--- config.mk ---
export PLATFORM = sky130hd
export DESIGN_NAME = cop_handshake_seq
export DESIGN_NICKNAME = d
export VERILOG_FILES = /design/src/rtl/cop_handshake_seq.sv
export SDC_FILE = /design/constraint.sdc
export NUM_CORES = 1
export LEC_CHECK = 0
export BUFFER_PORTS_ARGS = -buffer_cell sky130_fd_sc_hd__buf_2
export CORE_AREA = 2 2 135 137
export DETAILED_ROUTE_END_ITERATION = 10
export DIE_AREA = 0 0 137 139
export GPL_TIMING_DRIVEN = 1
export PLACE_DENSITY = 0.84
export SLEW_MARGIN = 20
export SYNTH_ARGS = -nofsm -noshare
export SYNTH_HDL_FRONTEND = slang
export SYNTH_SLANG_ARGS = --single-unit
export TNS_END_PERCENT = 20
--- constraint.sdc ---
create_clock -name clk -period 4.2 [get_ports clk]
set_input_delay 0.84 -clock clk [delete_from_list [all_inputs] [get_ports clk]]
set_output_delay 0.84 -clock clk [all_outputs]
set_load 0.05 [all_outputs]
--- src/rtl/cop_handshake_seq.sv ---
module cop_handshake_seq #(
  parameter int DW = 32,
  parameter int AW = 32,
  parameter int IW = 32,
  parameter int VALID_BITS = 26,
  parameter int VEC_BYTES = 32
) (
  input  logic          clk,
  input  logic          rst_n,
  input  logic          start,
  input  logic [2:0]    op,
  input  logic [IW-1:0] instr_in,
  input  logic [AW-1:0] addr_in,
  input  logic [DW-1:0] src_in,
  input  logic          rst_pend,
  input  logic          fiq_req,
  input  logic          fiq_mask,
  input  logic          irq_req,
  input  logic          irq_mask,
  output logic          cp_valid,
  output logic [2:0]    cp_phase,
  output logic [IW-1:0] cp_instr,
  output logic [DW-1:0] cp_wdata,
  input  logic [1:0]    cp_resp,
  input  logic [DW-1:0] cp_rdata,
  output logic          mem_req,
  output logic          mem_we,
  output logic [AW-1:0] mem_addr,
  output logic [DW-1:0] mem_wdata,
  input  logic [DW-1:0] mem_rdata,
  input  logic          mem_abort,
  output logic          busy,
  output logic          done,
  output logic          undef_req,
  output logic          int_abandon,
  output logic [1:0]    int_kind,
  output logic          abort_out,
  output logic [DW-1:0] result,
  output logic          idle_cyc,
  output logic          cop_cyc
);
  localparam logic [2:0] OP_TO = 3'd0, OP_FROM = 3'd1, OP_DOP = 3'd2, OP_LD = 3'd3, OP_ST = 3'd4;
  localparam logic [2:0] PH_NONE = 3'd0, PH_FIRST = 3'd1, PH_RETRY = 3'd2,
                         PH_INT = 3'd3, PH_XFER = 3'd4, PH_DATA = 3'd5;
  localparam logic [1:0] RS_BUSY = 2'd1, RS_CANT = 2'd2, RS_INC = 2'd3;

  typedef enum logic [3:0] {
    S_IDLE, S_ASK, S_WAIT, S_INTR, S_XFER, S_LDATA, S_SDATA, S_CCYC, S_ICYC, S_DONE
  } state_t;

  state_t        st;
  logic [2:0]    op_q;
  logic [IW-1:0] instr_q;
  logic [AW-1:0] addr_q;
  logic [DW-1:0] src_q;
  logic          retry_q;
  logic          range_fault, vec_hit, pend;
  logic [1:0]    pend_kind;

  assign range_fault = |(addr_in >> VALID_BITS);
  assign vec_hit     = addr_in < AW'(VEC_BYTES);

  always_comb begin
    pend_kind = 2'd0;
    if (rst_pend)                pend_kind = 2'd1;
    else if (fiq_req && !fiq_mask) pend_kind = 2'd2;
    else if (irq_req && !irq_mask) pend_kind = 2'd3;
  end
  assign pend = pend_kind != 2'd0;

  always_comb begin
    case (st)
      S_ASK:            cp_phase = retry_q ? PH_RETRY : PH_FIRST;
      S_INTR:           cp_phase = PH_INT;
      S_XFER:           cp_phase = PH_XFER;
      S_LDATA, S_SDATA: cp_phase = PH_DATA;
      default:          cp_phase = PH_NONE;
    endcase
  end

  assign cp_valid  = cp_phase != PH_NONE;
  assign cp_instr  = instr_q;
  assign cp_wdata  = (st == S_LDATA) ? mem_rdata : src_q;
  assign mem_req   = (st == S_LDATA) || (st == S_SDATA);
  assign mem_we    = st == S_SDATA;
  assign mem_addr  = addr_q;
  assign mem_wdata = cp_rdata;
  assign busy      = st != S_IDLE;
  assign done      = st == S_DONE;
  assign idle_cyc  = (st == S_WAIT) || (st == S_ICYC);
  assign cop_cyc   = st == S_CCYC;

  always_ff @(posedge clk or negedge rst_n) begin
    if (!rst_n) begin
      st          <= S_IDLE;
      op_q        <= '0;
      instr_q     <= '0;
      addr_q      <= '0;
      src_q       <= '0;
      retry_q     <= 1'b0;
      undef_req   <= 1'b0;
      int_abandon <= 1'b0;
      int_kind    <= 2'd0;
      abort_out   <= 1'b0;
      result      <= '0;
    end else begin
      case (st)
        S_IDLE: if (start) begin
          op_q        <= op;
          instr_q     <= instr_in;
          addr_q      <= addr_in;
          src_q       <= src_in;
          retry_q     <= 1'b0;
          undef_req   <= 1'b0;
          int_abandon <= 1'b0;
          int_kind    <= 2'd0;
          abort_out   <= 1'b0;
          if ((op == OP_LD && range_fault) || (op == OP_ST && (range_fault || vec_hit))) begin
            abort_out <= 1'b1;
            st        <= S_DONE;
          end else begin
            st <= S_ASK;
          end
        end
        S_ASK: begin
          if (cp_resp == RS_BUSY) st <= S_WAIT;
          else if (cp_resp == RS_CANT) begin
            undef_req <= 1'b1;
            st        <= S_DONE;
          end else begin
            case (op_q)
              OP_TO:   st <= S_CCYC;
              OP_FROM: begin result <= cp_rdata; st <= S_CCYC; end
              OP_LD:   st <= S_XFER;
              OP_ST:   st <= S_SDATA;
              default: st <= S_DONE;
            endcase
          end
        end
        S_WAIT: begin
          if (pend) begin
            int_kind <= pend_kind;
            st       <= S_INTR;
          end else begin
            retry_q <= 1'b1;
            st      <= S_ASK;
          end
        end
        S_INTR: begin
          int_abandon <= 1'b1;
          st          <= S_DONE;
        end
        S_XFER: st <= S_LDATA;
        S_LDATA, S_SDATA: begin
          if (mem_abort) begin
            abort_out <= 1'b1;
            st        <= S_DONE;
          end else if (cp_resp == RS_INC) addr_q <= addr_q + AW'(4);
          else st <= S_DONE;
        end
        S_CCYC:  st <= (op_q == OP_FROM) ? S_ICYC : S_DONE;
        S_ICYC:  st <= S_DONE;
        default: st <= S_IDLE;
      endcase
    end
  end
endmodule


==> flow_metrics.py, run 1 <==
metrics = {
    "floorplan": {
        "floorplan.die.height_um": 139,
        "initial_utilization": 0.409,
        "die_area_mm2": 0.0190,
        "placement_rows": 49,
        "die_x_um": 137,
        "io_pins": 349,
        "core_mm2": 0.0177,
    },
    "detailed_routing": {
        "routed-via-count": 6934,
        "routed.top_layer": "met4",
        "drt.antenna.violating_nets": 0,
        "routed-wl-met3_um": 1730,
        "post_drt_wl_per_cell_um": 16.7,
        "routed_wire_length_um": 22000,
        "drtPass1Iterations": 5,
        "viasPerCell": 5.27,
        "routedLengthMet1_um": 8750,
        "detail_route.drc_violations": 0,
        "met2RoutedLength_um": 10500,
        "drt_first_iter_violations": 405,
    },
    "critical_path": {
        "cp_data_required_time_ns": 3.36,
        "cpPeakStageDelay_ns": 0.79,
        "worst_setup_path_start_kind": "flip-flop",
        "setup.worst_path.end_class": "output port",
        "timing.rr.start": "st[2]$_DFFE_PN0P_",
        "worstReg2RegEnd": "mem_addr[4]$_DFFE_PN0P_",
        "cp_cell_sequence": "nand2b_1 > nor2_4 > mux2_2 > buf_2",
        "critical-path-slowest-cell": "sky130_fd_sc_hd__nor2_4",
        "crit_path_start": "st[2]$_DFFE_PN0P_",
        "worstSetupEndpoint": "cp_wdata[25]",
        "setup.reg_to_reg.worst_slack_ns": 1.31,
        "reg2regPathDepth": 5,
        "worst_ep_arrival_time_ns": 2.95,
        "crit_path_max_fanout": 33,
        "worstSetupPathType": "flip-flop to output port",
    },
    "synth": {
        "synth_sequential_area_ratio": 0.488,
        "netlist_top_cells_area": "sky130_fd_sc_hd__dfrtp_1 49%, sky130_fd_sc_hd__nand2_1 12%, sky130_fd_sc_hd__mux2_2 9.8%, sky130_fd_sc_hd__buf_4 4.1%, sky130_fd_sc_hd__a21oi_1 2.7%",
        "syn_area_per_cell_um2": 9.36,
        "post-synth-top-area-fraction": 0.488,
        "netlist-cell-type-count": 62,
        "syn-num-nets": 950,
        "yosys.cell_count.top_type": "sky130_fd_sc_hd__nand2_1",
        "post_synth_edffs": 0,
        "ys_ff_latch": 141,
        "postSynth.topFlopCell": "sky130_fd_sc_hd__dfrtp_1",
        "synthesis.instances": 772,
        "synth-async-reset-ratio": 1.00,
        "top_cells_by_instance_count_after_synthesis": "236 x sky130_fd_sc_hd__nand2_1, 141 x sky130_fd_sc_hd__dfrtp_1, 63 x sky130_fd_sc_hd__mux2_2",
        "post-synth-top-area-cell": "sky130_fd_sc_hd__dfrtp_1",
        "yosys_warnings": 0,
        "mapped_cell_area_mm2": 0.00723,
    },
    "pwr": {
        "leakage_nw": 4.96,
        "ir_worst_vdd_uv": 572,
        "share_comb_of_total_power": 0.559,
        "p_clk_frac": 0.161,
        "swShare": 0.549,
        "power_report.internal_total_mw": 4.21,
        "powerDensity_mw_per_mm2": 982,
        "power_switching_mw": 5.11,
        "sequentialPowerShare": 0.279,
    },
    "timing": {
        "setup_tns_ns": 0,
        "fin_worst_hold_slack_ns": 0.467,
        "final.min_clock_period_ns": 3.79,
        "finClkSkew_ns": 0.0105,
        "max_slew_margin": 0.319,
        "max_freq_mhz": 264,
        "drv_slew": 0,
        "tightest_slew_ns": 1.02,
        "hold_viol_final": 0,
        "setup_violation_total_in_the_final_timing_report": 0,
        "grt_setup_unrepaired": "no",
        "timing.final.crit_share": 0.903,
    },
    "layout": {
        "nNetsFinal": 1248,
        "instances_no_fill": 1315,
        "final_area_mm2": 0.00949,
        "synthesis_to_layout_area_growth_pct": 31.3,
        "drive_above_1_share": 0.433,
    },
    "clock_tree": {
        "ctsResizeCount": 0,
        "post_cts_hold_buffer_count": 0,
        "cts_tree": "done",
        "clk_latency_ns": 0.43,
        "clock_sinks": 141,
        "cts_root_buf": "sky130_fd_sc_hd__clkbuf_16",
        "post_cts.repair.setup_buffers": 0,
        "cts_made_buffers": 17,
        "clk_transition_reported_paths_ns": 0.06,
        "cts.htree.levels": 4,
        "cts_buffer_depth": 2,
    },
    "placement": {
        "gpl.final_weighted_congestion": 0.905,
        "dp_hpwl_um": 16500,
        "numPortBuffers": 348,
        "placed_cells": 1280,
        "place_area_mm2": 0.00889,
    },
    "global_routing": {
        "vias_in_the_first_global_route": 6643,
        "globalRouteTotalUtil": 0.229,
        "wire_length_of_the_first_global_routing_pass_um": 34100,
        "largest_net_degree_at_the_start_of_global_routing": 86,
        "globalRouteOverflowTotal": 0,
        "initial_antenna_violation_count": 3,
    },
    "job": {
        "drv_cap": 0,
    },
    "outcome": {
        "status": "finished clean",
    },
    "hold_path": {
        "hold_path.class": "primary input to asynchronous set/reset pin",
    },
}
==> per-stage QoR <==
stage / util / setup slack (ns) / total power, mW
floorplan: - / 1.06 / 6.58
global placement: 0.503 / 1.00 / 7.72
detailed placement: 0.503 / 0.881 / 7.84
CTS: 0.537 / 0.422 / 9.36
global route: 0.537 / 0.216 / 9.84
finish: 0.537 / 0.406 / 9.32
==> power by group through the flow <==
| stage | sequential [mW] | clock (mW) | combinational, mW |
|---|---|---|---|
| global placement | 2.58 | 0 | 5.13 |
| floorplan | 4.04 | 0 | 2.54 |
| finish | 2.60 | 1.50 | 5.21 |
| global route | 2.70 | 1.61 | 5.53 |
| detailed placement | 2.60 | 0 | 5.24 |
| CTS | 2.59 | 1.53 | 5.24 |
==> sequential cells by signal, indices dropped and copies added, names as in the netlist <==
name	flops
src_q	32
mem_addr	32
cp_instr	32
st	4
int_abandon	1
retry_q	1
op_q	3
abort_out	1
undef_req	1
result	32
int_kind	2
==> layout by cell type (no fill, tap or decap), types with 5 or more instances in the layout <==
master	synthesis	layout
sky130_fd_sc_hd__nand4_1	10	10
sky130_fd_sc_hd__dfrtp_1	141	141
sky130_fd_sc_hd__a21oi_1	39	39
sky130_fd_sc_hd__o22ai_1	15	15
sky130_fd_sc_hd__nand3_1	15	15
sky130_fd_sc_hd__nor2_1	29	28
sky130_fd_sc_hd__buf_2	12	347
sky130_fd_sc_hd__inv_6	0	8
sky130_fd_sc_hd__nand2b_1	6	6
sky130_fd_sc_hd__buf_4	39	8
sky130_fd_sc_hd__inv_1	11	11
sky130_fd_sc_hd__nor4_1	6	6
sky130_fd_sc_hd__nand2_1	236	235
sky130_fd_sc_hd__clkbuf_16	0	17
sky130_fd_sc_hd__nor3_1	11	11
sky130_fd_sc_hd__a2bb2oi_1	5	5
sky130_fd_sc_hd__o21ai_0	20	20
sky130_fd_sc_hd__and3_1	6	6
sky130_fd_sc_hd__mux2_2	63	63
==> layout make-up <==
| class | instances | area, um^2 |
|---|---|---|
| multi-input combinational | 541 | 3200 |
| sequential | 141 | 3530 |
| clock buffer | 17 | 425 |
| inverter | 12 | 45.0 |
| clock inverter | 15 | 166 |
| timing repair buffer | 357 | 1830 |
| antenna | 3 | 7.51 |
| fill | 1603 | 8170 |
| tap | 229 | 287 |
==> worst max-delay path: cells and delay by family (launching register included) <==
kind / cells / cell delay [ns]
simple gates: 2 / 1.12
mux: 1 / 0.42
flops: 1 / 0.73
buf+inv: 1 / 0.21
==> worst min-delay path by stage <==
stage	cells after the start	endpoint	start	slack (ns)
floorplan	2	src_q[0]$_DFFE_PN0P_	src_q[0]$_DFFE_PN0P_	0.44
global placement	2	cp_instr[9]$_DFFE_PN0P_	cp_instr[9]$_DFFE_PN0P_	0.45
detailed placement	2	mem_addr[1]$_DFFE_PN0P_	mem_addr[1]$_DFFE_PN0P_	0.46
CTS	2	mem_addr[1]$_DFFE_PN0P_	mem_addr[1]$_DFFE_PN0P_	0.47
global route	2	cp_instr[0]$_DFFE_PN0P_	cp_instr[0]$_DFFE_PN0P_	0.49
finish	1	mem_addr[19]$_DFFE_PN0P_	rst_n	0.47
==> logic make-up after synthesis <==
family,synth area share
simple gates,0.217
flops,0.488
compound gates,0.108
buf+inv,0.0701
mux,0.104
fa+ha+maj,0.00831
xor+xnor,0.00364
==> metal layers <==
metal / global-route usage / up-vias
li1: - / 3247
met4: 0.123 / 0
met3: 0.0541 / 67
met1: 0.285 / 3265
met2: 0.365 / 355
met5: 0 / -
(Power assumes the default switching activity.)
==> run 2: changes to the inputs <==
--- a/config.mk
+++ b/config.mk
@@ -5,12 +5,12 @@
 export SDC_FILE = /design/constraint.sdc
 export NUM_CORES = 1
 export LEC_CHECK = 0
-export BUFFER_PORTS_ARGS = -buffer_cell sky130_fd_sc_hd__buf_2
+export BUFFER_PORTS_ARGS = -buffer_cell sky130_fd_sc_hd__buf_4
 export CORE_AREA = 2 2 135 137
 export DETAILED_ROUTE_END_ITERATION = 10
 export DIE_AREA = 0 0 137 139
 export GPL_TIMING_DRIVEN = 1
-export PLACE_DENSITY = 0.84
+export PLACE_DENSITY_LB_ADDON = 0.3
 export SLEW_MARGIN = 20
 export SYNTH_ARGS = -nofsm -noshare
 export SYNTH_HDL_FRONTEND = slang
==> run 2 against run 1 <==
Effect of this change:
- register-to-register slack better by 0.02 ns
- cell count about the same
- utilization increased by 5.2 points
- via count decreased by 3.0%
- global-route usage increased by 0.091 points
- clock power increased by 3%
- non-clock buffer count rose by 4
- clock-buffer cell count grew 3
- sequential cell count is the same
- combinational power rose by 9.2%
==> flow_metrics.py, run 2 (synthesized netlist as in run 1, its figures left out) <==
metrics = {
    "global_routing": {
        "initial_antenna_violation_count": 0,
        "largest_net_degree_at_the_start_of_global_routing": 109,
        "vias_in_the_first_global_route": 6331,
        "globalRouteOverflowTotal": 0,
        "wire_length_of_the_first_global_routing_pass_um": 34200,
        "globalRouteTotalUtil": 0.230,
        "globalRoute.busiestLayer": "met2",
        "grt_util_met1": 0.292,
        "met2_usage": 0.380,
        "grt_use_met3": 0.0534,
    },
    "pwr": {
        "ir_worst_vdd_uv": 606,
        "leakage_nw": 5.24,
        "powerDensity_mw_per_mm2": 946,
        "totalPowerFinal_mw": 9.84,
    },
    "critical_path": {
        "timing.rr.start": "st[2]$_DFFE_PN0P_",
        "crit_path_frequent_cell": "sky130_fd_sc_hd__buf_4",
        "critical-path-slowest-cell": "sky130_fd_sc_hd__dfrtp_1",
        "worst_ep_arrival_time_ns": 2.65,
        "worstReg2RegEnd": "mem_addr[30]$_DFFE_PN0P_",
        "crit_path_max_fanout": 33,
        "cp_cell_sequence": "nand2b_1 > nor2_4 > buf_4 > mux2_2 > buf_4",
        "critical_path_buf_inv_count": 2,
        "reg2regPathDepth": 7,
        "cp_data_required_time_ns": 3.36,
        "cpPeakStageDelay_ns": 0.73,
        "setup.worst_path.end_class": "output port",
        "setup.reg_to_reg.worst_slack_ns": 1.33,
        "top_family_by_delay_on_critical_path": "flip-flops",
        "worstSetupPathType": "flip-flop to output port",
        "worst_setup_path_start_kind": "flip-flop",
    },
    "clock_tree": {
        "cts_made_buffers": 17,
        "clock_sinks": 141,
        "ctsResizeCount": 0,
        "post_cts.repair.setup_buffers": 0,
        "cts_buffer_depth": 2,
        "cts_tree": "done",
        "clk_latency_ns": 0.42,
        "cts.htree.levels": 4,
        "clk_transition_reported_paths_ns": 0.06,
        "cts_root_buf": "sky130_fd_sc_hd__clkbuf_16",
        "post_cts_hold_buffer_count": 0,
    },
    "placement": {
        "dp_hpwl_um": 16300,
        "gpl.final_weighted_congestion": 0.894,
        "numPortBuffers": 348,
    },
    "floorplan": {
        "die_x_um": 137,
        "io_pins": 349,
        "core_mm2": 0.0177,
        "placement_rows": 49,
        "floorplan.die.height_um": 139,
        "initial_utilization": 0.409,
        "die_area_mm2": 0.0190,
    },
    "timing": {
        "tightest_slew_ns": 0.904,
        "max_freq_mhz": 287,
        "fin_worst_hold_slack_ns": 0.308,
        "finClkSkew_ns": 0.00855,
        "grt_setup_unrepaired": "no",
        "drv_slew": 0,
        "hold_viol_final": 0,
        "setup_violation_total_in_the_final_timing_report": 0,
        "max_slew_margin": 0.398,
        "timing.final.crit_share": 0.830,
        "setup_tns_ns": 0,
        "final.min_clock_period_ns": 3.49,
    },
    "detailed_routing": {
        "viasPerCell": 5.11,
        "detail_route.drc_violations": 0,
        "drtPass1Iterations": 5,
        "routed_wire_length_um": 22400,
        "routed-via-count": 6729,
        "drt_first_iter_violations": 453,
        "post_drt_wl_per_cell_um": 17.0,
        "drt.antenna.violating_nets": 0,
    },
    "job": {
        "drv_cap": 0,
    },
    "layout": {
        "antennaDiodeCount": 0,
        "regArea_mm2": 0.00353,
        "nNetsFinal": 1252,
        "most_frequent_cells_in_the_layout": "359 x sky130_fd_sc_hd__buf_4, 235 x sky130_fd_sc_hd__nand2_1, 141 x sky130_fd_sc_hd__dfrtp_1",
        "synthesis_to_layout_area_growth_pct": 44.0,
        "nFillCells": 1607,
        "drive_above_1_share": 0.433,
        "multiInputGateArea_mm2": 0.00320,
        "layout.cells.most_common": "sky130_fd_sc_hd__buf_4",
    },
    "outcome": {
        "status": "finished clean",
    },
    "hold_path": {
        "hold_path.class": "primary input to asynchronous set/reset pin",
    },
}
run 2: changes by cell type in the layout (fill, tap and decap cells not counted), moves of 3 or more:
cell and delta:
sky130_fd_sc_hd__diode_2 -3, sky130_fd_sc_hd__inv_8 -3, sky130_fd_sc_hd__buf_4 +351, sky130_fd_sc_hd__inv_6 -5, sky130_fd_sc_hd__buf_2 -347
run 2: how the worst max path moves through the flow:
stage / startpoint / endpoint / cells past startpoint
2_1_floorplan: st[1]$_DFFE_PN0P_ / cp_phase[0] / 4
3_3_place_gp: st[2]$_DFFE_PN0P_ / cp_wdata[24] / 5
3_5_place_dp: st[2]$_DFFE_PN0P_ / cp_wdata[3] / 5
4_1_cts: st[2]$_DFFE_PN0P_ / cp_wdata[24] / 5
5_1_grt: st[2]$_DFFE_PN0P_ / cp_wdata[30] / 5
6_report: st[2]$_DFFE_PN0P_ / cp_wdata[24] / 5
run 2: final cells by class:
cell class	count	area share
sequential	141	0.339
multi-input combinational	541	0.308
timing repair buffer	361	0.263
clock buffer	20	0.0429
tap	229	0.0275
clock inverter	12	0.0155
inverter	12	0.00433
run 2: power breakdown:
part	total [mW]	leakage (nW)	internal, mW	switching, mW
Sequential	2.60	1.74	2.01	0.590
Combinational	5.69	3.21	1.80	3.88
Clock	1.55	0.288	0.956	0.596
run 2: layer usage:
metal	routed length, um	up-vias	share of wire
met5	0	-	0
met4	528	0	0.024
li1	-	3238	-
met3	1880	32	0.084
met1	8820	3173	0.39
met2	11200	286	0.50
run 2: through the flow:
stage,worst slack (ns),std cells,util,instance area [um^2]
6_report,0.713,1316,0.589,10400
5_1_grt,0.579,1316,0.589,10400
4_1_cts,0.715,1315,0.588,10400
3_5_place_dp,1.17,1283,0.553,9770
3_3_place_gp,1.26,1283,0.553,9770
2_1_floorplan,1.06,772,-,7230
